**config.mk**
```make
export PLATFORM = sky130hd
export DESIGN_NAME = dram_req_sched
export DESIGN_NICKNAME = d
export VERILOG_FILES = /design/src/rtl/sched_pkg.sv /design/src/rtl/sched_slot_store.sv /design/src/rtl/sched_rank.sv /design/src/rtl/sched_pick.sv /design/src/rtl/dram_req_sched.sv
export SDC_FILE = /design/constraint.sdc
export NUM_CORES = 2
export LEC_CHECK = 0
export CELL_PAD_IN_SITES_DETAIL_PLACEMENT = 2
export CELL_PAD_IN_SITES_GLOBAL_PLACEMENT = 2
export CORE_MARGIN = 1
export CORE_UTILIZATION = 30
export CTS_CLUSTER_DIAMETER = 100
export DETAILED_ROUTE_END_ITERATION = 6
export GPL_ROUTABILITY_DRIVEN = 0
export PLACE_DENSITY_LB_ADDON = 0.1
export SYNTH_ARGS = -nofsm -noshare
export SYNTH_HDL_FRONTEND = slang
export SYNTH_SLANG_ARGS = --single-unit
```
**constraint.sdc**
```tcl
create_clock -name clk_i -period 46.6 [get_ports clk_i]
set_input_delay 13.98 -clock clk_i [delete_from_list [all_inputs] [get_ports clk_i]]
set_output_delay 13.98 -clock clk_i [all_outputs]
set_load 0.005 [all_outputs]
```
**src/rtl/sched_pkg.sv**
```systemverilog
package sched_pkg;
  // field order sets priority: starved > hit > same_dir > is_read
  typedef struct packed {
    logic starved;
    logic hit;
    logic same_dir;
    logic is_read;
  } rank_t;
endpackage

```
**src/rtl/sched_slot_store.sv**
```systemverilog
module sched_slot_store #(
  parameter int DEPTH     = 8,
  parameter int BANK_W    = 3,
  parameter int ROW_W     = 14,
  parameter int COL_W     = 10,
  parameter int AGE_LIMIT = 64
) (
  input  logic                              clk_i,
  input  logic                              rst_ni,
  input  logic                              alloc_i,
  input  logic [BANK_W-1:0]                 alloc_bank_i,
  input  logic [ROW_W-1:0]                  alloc_row_i,
  input  logic [COL_W-1:0]                  alloc_col_i,
  input  logic                              alloc_write_i,
  input  logic                              free_i,
  input  logic [DEPTH-1:0]                  free_oh_i,
  output logic [DEPTH-1:0]                  vld_o,
  output logic [DEPTH-1:0][BANK_W-1:0]      bank_o,
  output logic [DEPTH-1:0][ROW_W-1:0]       row_o,
  output logic [DEPTH-1:0][COL_W-1:0]       col_o,
  output logic [DEPTH-1:0]                  write_o,
  output logic [DEPTH-1:0][DEPTH-1:0]       older_o,
  output logic [DEPTH-1:0]                  starved_o,
  output logic                              full_o
);
  localparam int AGE_W = $clog2(AGE_LIMIT + 1);

  logic [DEPTH-1:0]            alloc_oh;
  logic [DEPTH-1:0][DEPTH-1:0] older_q;

  always_comb begin
    logic found;
    found    = 1'b0;
    alloc_oh = '0;
    for (int i = 0; i < DEPTH; i++) begin
      if (!vld_o[i] && !found) begin
        alloc_oh[i] = 1'b1;
        found       = 1'b1;
      end
    end
  end

  for (genvar i = 0; i < DEPTH; i++) begin : g_slot
    logic              v_q;
    logic [BANK_W-1:0] b_q;
    logic [ROW_W-1:0]  r_q;
    logic [COL_W-1:0]  c_q;
    logic              w_q;
    logic [AGE_W-1:0]  age_q;

    always_ff @(posedge clk_i or negedge rst_ni) begin
      if (!rst_ni) begin
        v_q   <= 1'b0;
        b_q   <= '0;
        r_q   <= '0;
        c_q   <= '0;
        w_q   <= 1'b0;
        age_q <= '0;
      end else if (alloc_i && alloc_oh[i]) begin
        v_q   <= 1'b1;
        b_q   <= alloc_bank_i;
        r_q   <= alloc_row_i;
        c_q   <= alloc_col_i;
        w_q   <= alloc_write_i;
        age_q <= '0;
      end else if (free_i && free_oh_i[i]) begin
        v_q   <= 1'b0;
      end else if (v_q && age_q != AGE_W'(AGE_LIMIT)) begin
        age_q <= age_q + 1'b1;
      end
    end

    assign vld_o[i]     = v_q;
    assign bank_o[i]    = b_q;
    assign row_o[i]     = r_q;
    assign col_o[i]     = c_q;
    assign write_o[i]   = w_q;
    assign starved_o[i] = (age_q == AGE_W'(AGE_LIMIT));
  end

  // older_q[j][k]: slot j arrived before slot k
  always_ff @(posedge clk_i or negedge rst_ni) begin
    if (!rst_ni) begin
      older_q <= '0;
    end else if (alloc_i) begin
      for (int k = 0; k < DEPTH; k++) begin
        if (alloc_oh[k]) begin
          for (int j = 0; j < DEPTH; j++) begin
            older_q[k][j] <= 1'b0;
            older_q[j][k] <= vld_o[j];
          end
        end
      end
    end
  end

  assign older_o = older_q;
  assign full_o  = &vld_o;
endmodule

```
**src/rtl/sched_rank.sv**
```systemverilog
module sched_rank
  import sched_pkg::*;
#(
  parameter int DEPTH     = 8,
  parameter int NUM_BANKS = 8,
  parameter int BANK_W    = 3,
  parameter int ROW_W     = 14,
  parameter int COL_W     = 10
) (
  input  logic [DEPTH-1:0]                 vld_i,
  input  logic [DEPTH-1:0][BANK_W-1:0]     bank_i,
  input  logic [DEPTH-1:0][ROW_W-1:0]      row_i,
  input  logic [DEPTH-1:0][COL_W-1:0]      col_i,
  input  logic [DEPTH-1:0]                 write_i,
  input  logic [DEPTH-1:0][DEPTH-1:0]      older_i,
  input  logic [DEPTH-1:0]                 starved_i,
  input  logic [NUM_BANKS-1:0]             open_vld_i,
  input  logic [NUM_BANKS-1:0][ROW_W-1:0]  open_row_i,
  input  logic                             last_write_i,
  output rank_t [DEPTH-1:0]                rank_o,
  output logic [DEPTH-1:0]                 blocked_o,
  output logic [DEPTH-1:0]                 elig_o
);
  for (genvar i = 0; i < DEPTH; i++) begin : g_rank
    logic hit;
    assign hit = open_vld_i[bank_i[i]] && (open_row_i[bank_i[i]] == row_i[i]);

    always_comb begin
      blocked_o[i] = 1'b0;
      for (int j = 0; j < DEPTH; j++) begin
        if (j != i && vld_i[j] && write_i[j] && !write_i[i] && older_i[j][i] &&
            bank_i[j] == bank_i[i] && row_i[j] == row_i[i] && col_i[j] == col_i[i])
          blocked_o[i] = 1'b1;
      end
    end

    assign elig_o[i]          = vld_i[i] && !blocked_o[i];
    assign rank_o[i].starved  = starved_i[i];
    assign rank_o[i].hit      = hit;
    assign rank_o[i].same_dir = (write_i[i] == last_write_i);
    assign rank_o[i].is_read  = !write_i[i];
  end
endmodule

```
**src/rtl/sched_pick.sv**
```systemverilog
module sched_pick
  import sched_pkg::*;
#(
  parameter int DEPTH = 8
) (
  input  logic [DEPTH-1:0]            elig_i,
  input  rank_t [DEPTH-1:0]           rank_i,
  input  logic [DEPTH-1:0][DEPTH-1:0] older_i,
  output logic [DEPTH-1:0]            pick_oh_o,
  output logic                        any_o
);
  rank_t            best;
  logic [DEPTH-1:0] cand;

  always_comb begin
    best = '0;
    for (int i = 0; i < DEPTH; i++) begin
      if (elig_i[i] && rank_i[i] > best) best = rank_i[i];
    end
  end

  for (genvar i = 0; i < DEPTH; i++) begin : g_cand
    assign cand[i] = elig_i[i] && (rank_i[i] == best);
  end

  always_comb begin
    for (int i = 0; i < DEPTH; i++) begin
      pick_oh_o[i] = cand[i];
      for (int j = 0; j < DEPTH; j++) begin
        if (j != i && cand[j] && older_i[j][i]) pick_oh_o[i] = 1'b0;
      end
    end
  end

  assign any_o = |elig_i;
endmodule

```
**src/rtl/dram_req_sched.sv**
```systemverilog
module dram_req_sched
  import sched_pkg::*;
#(
  parameter int DEPTH     = 8,
  parameter int NUM_BANKS = 8,
  parameter int ROW_W     = 14,
  parameter int COL_W     = 10,
  parameter int AGE_LIMIT = 64,
  localparam int BANK_W   = (NUM_BANKS > 1) ? $clog2(NUM_BANKS) : 1
) (
  input  logic                        clk_i,
  input  logic                        rst_ni,
  input  logic                        enq_valid_i,
  output logic                        enq_ready_o,
  input  logic [BANK_W-1:0]           enq_bank_i,
  input  logic [ROW_W-1:0]            enq_row_i,
  input  logic [COL_W-1:0]            enq_col_i,
  input  logic                        enq_write_i,
  output logic                        deq_valid_o,
  input  logic                        deq_ready_i,
  output logic [BANK_W-1:0]           deq_bank_o,
  output logic [ROW_W-1:0]            deq_row_o,
  output logic [COL_W-1:0]            deq_col_o,
  output logic                        deq_write_o,
  input  logic [NUM_BANKS-1:0]        open_vld_i,
  input  logic [NUM_BANKS*ROW_W-1:0]  open_row_i
);
  logic [DEPTH-1:0]                 slot_vld;
  logic [DEPTH-1:0][BANK_W-1:0]     slot_bank;
  logic [DEPTH-1:0][ROW_W-1:0]      slot_row;
  logic [DEPTH-1:0][COL_W-1:0]      slot_col;
  logic [DEPTH-1:0]                 slot_write;
  logic [DEPTH-1:0][DEPTH-1:0]      older;
  logic [DEPTH-1:0]                 starved_vec;
  logic [DEPTH-1:0]                 hit_vec;
  logic [DEPTH-1:0]                 blocked_vec;
  logic [DEPTH-1:0]                 elig_vec;
  logic [DEPTH-1:0]                 pick_oh;
  rank_t [DEPTH-1:0]                rank_vec;
  logic [NUM_BANKS-1:0][ROW_W-1:0]  open_row_arr;
  logic                             full;
  logic                             any;
  logic                             enq_fire;
  logic                             deq_fire;
  logic                             last_write_q;

  assign open_row_arr = open_row_i;
  assign enq_ready_o  = !full;
  assign enq_fire     = enq_valid_i && !full;
  assign deq_valid_o  = any;
  assign deq_fire     = any && deq_ready_i;

  sched_slot_store #(
    .DEPTH(DEPTH), .BANK_W(BANK_W), .ROW_W(ROW_W), .COL_W(COL_W), .AGE_LIMIT(AGE_LIMIT)
  ) store_i (
    .clk_i        (clk_i),
    .rst_ni       (rst_ni),
    .alloc_i      (enq_fire),
    .alloc_bank_i (enq_bank_i),
    .alloc_row_i  (enq_row_i),
    .alloc_col_i  (enq_col_i),
    .alloc_write_i(enq_write_i),
    .free_i       (deq_fire),
    .free_oh_i    (pick_oh),
    .vld_o        (slot_vld),
    .bank_o       (slot_bank),
    .row_o        (slot_row),
    .col_o        (slot_col),
    .write_o      (slot_write),
    .older_o      (older),
    .starved_o    (starved_vec),
    .full_o       (full)
  );

  sched_rank #(
    .DEPTH(DEPTH), .NUM_BANKS(NUM_BANKS), .BANK_W(BANK_W), .ROW_W(ROW_W), .COL_W(COL_W)
  ) rank_i (
    .vld_i       (slot_vld),
    .bank_i      (slot_bank),
    .row_i       (slot_row),
    .col_i       (slot_col),
    .write_i     (slot_write),
    .older_i     (older),
    .starved_i   (starved_vec),
    .open_vld_i  (open_vld_i),
    .open_row_i  (open_row_arr),
    .last_write_i(last_write_q),
    .rank_o      (rank_vec),
    .blocked_o   (blocked_vec),
    .elig_o      (elig_vec)
  );

  sched_pick #(.DEPTH(DEPTH)) pick_i (
    .elig_i   (elig_vec),
    .rank_i   (rank_vec),
    .older_i  (older),
    .pick_oh_o(pick_oh),
    .any_o    (any)
  );

  for (genvar i = 0; i < DEPTH; i++) begin : g_hit
    assign hit_vec[i] = rank_vec[i].hit;
  end

  always_comb begin
    deq_bank_o  = '0;
    deq_row_o   = '0;
    deq_col_o   = '0;
    deq_write_o = 1'b0;
    for (int i = 0; i < DEPTH; i++) begin
      if (pick_oh[i]) begin
        deq_bank_o  = deq_bank_o  | slot_bank[i];
        deq_row_o   = deq_row_o   | slot_row[i];
        deq_col_o   = deq_col_o   | slot_col[i];
        deq_write_o = deq_write_o | slot_write[i];
      end
    end
  end

  always_ff @(posedge clk_i or negedge rst_ni) begin
    if (!rst_ni)       last_write_q <= 1'b0;
    else if (deq_fire) last_write_q <= deq_write_o;
  end
endmodule

```
==> run metrics <==
status finished with violations; failing checks DRC, capacitance limit, slew limit; drt via density 6.50; Synth Flop Type dfrtp_1; fraction of registers with async set/reset 1.00; CP most frequent cell a21oi_1; Worst path slowest cell a2111oi_0; Final ANT Viol Nets 0; grt total ovfl 0; Post-Syn Instances 4,256; initial DRC count 4,850; # DRC 17; Mapped Area 37,900 sq um; Final Critical Period 45.48 ns; Final setup viols 0; routed via count 39,100; sequential share of the synthesized area 0.228; fin util 0.348; Routed wire per std cell 41.8 um; kind of capture point of the worst setup path output pin; Hold-fix buffers, CTS 0; Worst path max stage delay 0.72 ns; fill cell total of the finished layout 13,900; CTS buffer count 48; Least-Margin Pin Slew 1.58 ns; crit path launch type primary input; Overall Global Routing Usage 0.389; Die Ht 357 um; root buffer cell clkbuf_16; final period utilization 0.976; Crit path arrival time 31.50 ns; CTS Buffer Depth 3; commonest cells after routing, fill and taps aside nand2_1 (673), xor2_1 (594), dfrtp_1 (327), xnor2_1 (294), buf_4 (277); initial core utilization 0.302; Setup CP Type primary input to output pin; Routed WL 252 mm; HP Class flop to flop; Post-DP Area 41,700 sq um; PortBufs 181; number of synthesis warnings 0; final net count 4,518; Final Instance Area 43,600 sq um; Syn-to-layout area delta 15.2%; global-route wire length before repair 342 mm; clock latency on the worst-skew pair 0.69 ns; number of global-route vias before repair 39,500; post-synthesis cell type count 110; Post-synth EDFFs 0; Die Footprint 128,000 sq um; TritonCTS clock tree built; Max-Cap Viols 2; final hold vios 0; die span in x 357 um; fmax 0.0220 GHz; core box area 125,000 sq um; initial antenna violation count 11; commonest non-fill, non-tap cell in the layout nand2_1; CP required 32.62 ns; Pre-antenna DRT Iters 7; RSZ-0062 raised after global routing no; CTS Sinks 345; dpl hpwl 178 mm; # rows 130; largest net degree at the start of global routing 70; clock skew 0.0440 ns; clk slew on worst S/H paths 0.06 ns; Avg Synthesized Cell Area 8.90 sq um; # IOs 182; layout cell share with drive strength beyond 1 0.167; Synth Register Bits 345; crit path max fanout 27; Max-slew headroom -0.0621; max-slew violations 4; post-synthesis net count 4,452; H-tree levels 2
routing by layer:
layer | wire, um | global-route usage
met3 | 26200 | 0.121
met5 | 62 | 0
met4 | 18600 | 0.234
met2 | 108000 | 0.582
met1 | 99100 | 0.488
area by class of cell:
class,instances,area (sq um),share of cell area
flip-flops and latches,345,8660,0.198
inverters,143,537,0.0123
clock buffers,73,1420,0.0325
clock inverters,15,248,0.00568
well taps,1650,2060,0.0473
diodes,4,10.0,0.000229
repair buffers,460,3930,0.0901
multi-input cells,3324,26800,0.614
registers in the layout, indices dropped and copies added, names as in the netlist:
name	flops
last_write_q	1
store_i.g_slot.age_q	56
store_i.g_slot.b_q	24
store_i.g_slot.c_q	80
store_i.g_slot.r_q	112
store_i.g_slot.v_q	8
store_i.g_slot.w_q	8
store_i.older_o	56
critical path: cells and delay by family:
kind / cells / cell delay [ns]
mux: 4 / 1.50
buf+inv: 6 / 2.21
simple gates: 30 / 5.73
xor+xnor: 1 / 0.23
compound gates: 30 / 5.66
fa+ha+maj: 7 / 2.12
cell usage after synthesis, drive strengths merged, types with 15 or more instances:
| cell type | instances | area (sq um) |
|---|---|---|
| nand2 | 676 | 2540 |
| xor2 | 594 | 5200 |
| dfrtp | 345 | 8630 |
| buf | 327 | 1740 |
| xnor2 | 296 | 2590 |
| nor4 | 274 | 1790 |
| mux4 | 229 | 5160 |
| inv | 142 | 533 |
| mux2i | 133 | 1340 |
| o21ai | 132 | 668 |
| nand4 | 131 | 826 |
| clkbuf | 117 | 448 |
| nor2 | 109 | 412 |
| nand3 | 105 | 526 |
| nor3 | 70 | 445 |
| a21oi | 62 | 310 |
| ha | 44 | 551 |
| a2111oi | 30 | 263 |
| and3 | 28 | 175 |
| a222oi | 27 | 270 |
| or3 | 25 | 156 |
| and2 | 24 | 150 |
| or4 | 23 | 180 |
| mux2 | 22 | 248 |
| o31ai | 21 | 190 |
| o311ai | 18 | 240 |
| o211ai | 16 | 120 |
| nand2b | 15 | 96.3 |
kinds of logic after synthesis:
group,Yosys count,synth area share
and+or+nand+nor,1541,0.206
DFF,345,0.228
adders and majority gates,44,0.0145
muxes,384,0.178
AOI/OAI and AO/OA,465,0.0962
xor gates and xnor gates,890,0.206
buffers and inverters,587,0.0719
path summary, 6_finish.rpt:
path                                     startpoint                       end  slack, ns  cells after the start
max reg2reg                store_i.g_slot[0].b_q[0]              last_write_q      28.77                     77
max                                  open_row_i[33]              deq_col_o[7]       1.12                     78
min in group asynchronous                    rst_ni  store_i.g_slot[1].c_q[5]      13.24                      1
min reg2reg                store_i.g_slot[3].c_q[9]  store_i.g_slot[3].c_q[9]       0.48                      2
max in group asynchronous                    rst_ni  store_i.g_slot[2].b_q[1]      31.11                      3
min                        store_i.g_slot[3].c_q[9]  store_i.g_slot[3].c_q[9]       0.48                      2
metrics by stage:
| stage | setup TNS (ns) | hold slack [ns] | setup slack, ns | instances |
|---|---|---|---|---|
| floorplan | 0 | 0.445 | 4.56 | 4256 |
| global placement | 0 | 0.461 | 0.0927 | 5910 |
| detailed placement | -0.0755 | 0.468 | -0.0755 | 5910 |
| CTS | 0 | 0.484 | 0.0846 | 5998 |
| global route | 0 | 0.511 | 0.169 | 6012 |
| finish | 0 | 0.481 | 1.12 | 6014 |
what timing repair did:
action                     4_1_cts  5_1_grt
pin swaps                        0        5
setup endpoints to repair        1       28
gates resized for setup          1       24
buffers inserted                 0        8
Power is left out: the tool's default activity adds up to more than one toggle a clock period on the data nets, which glitch-free logic cannot reach.
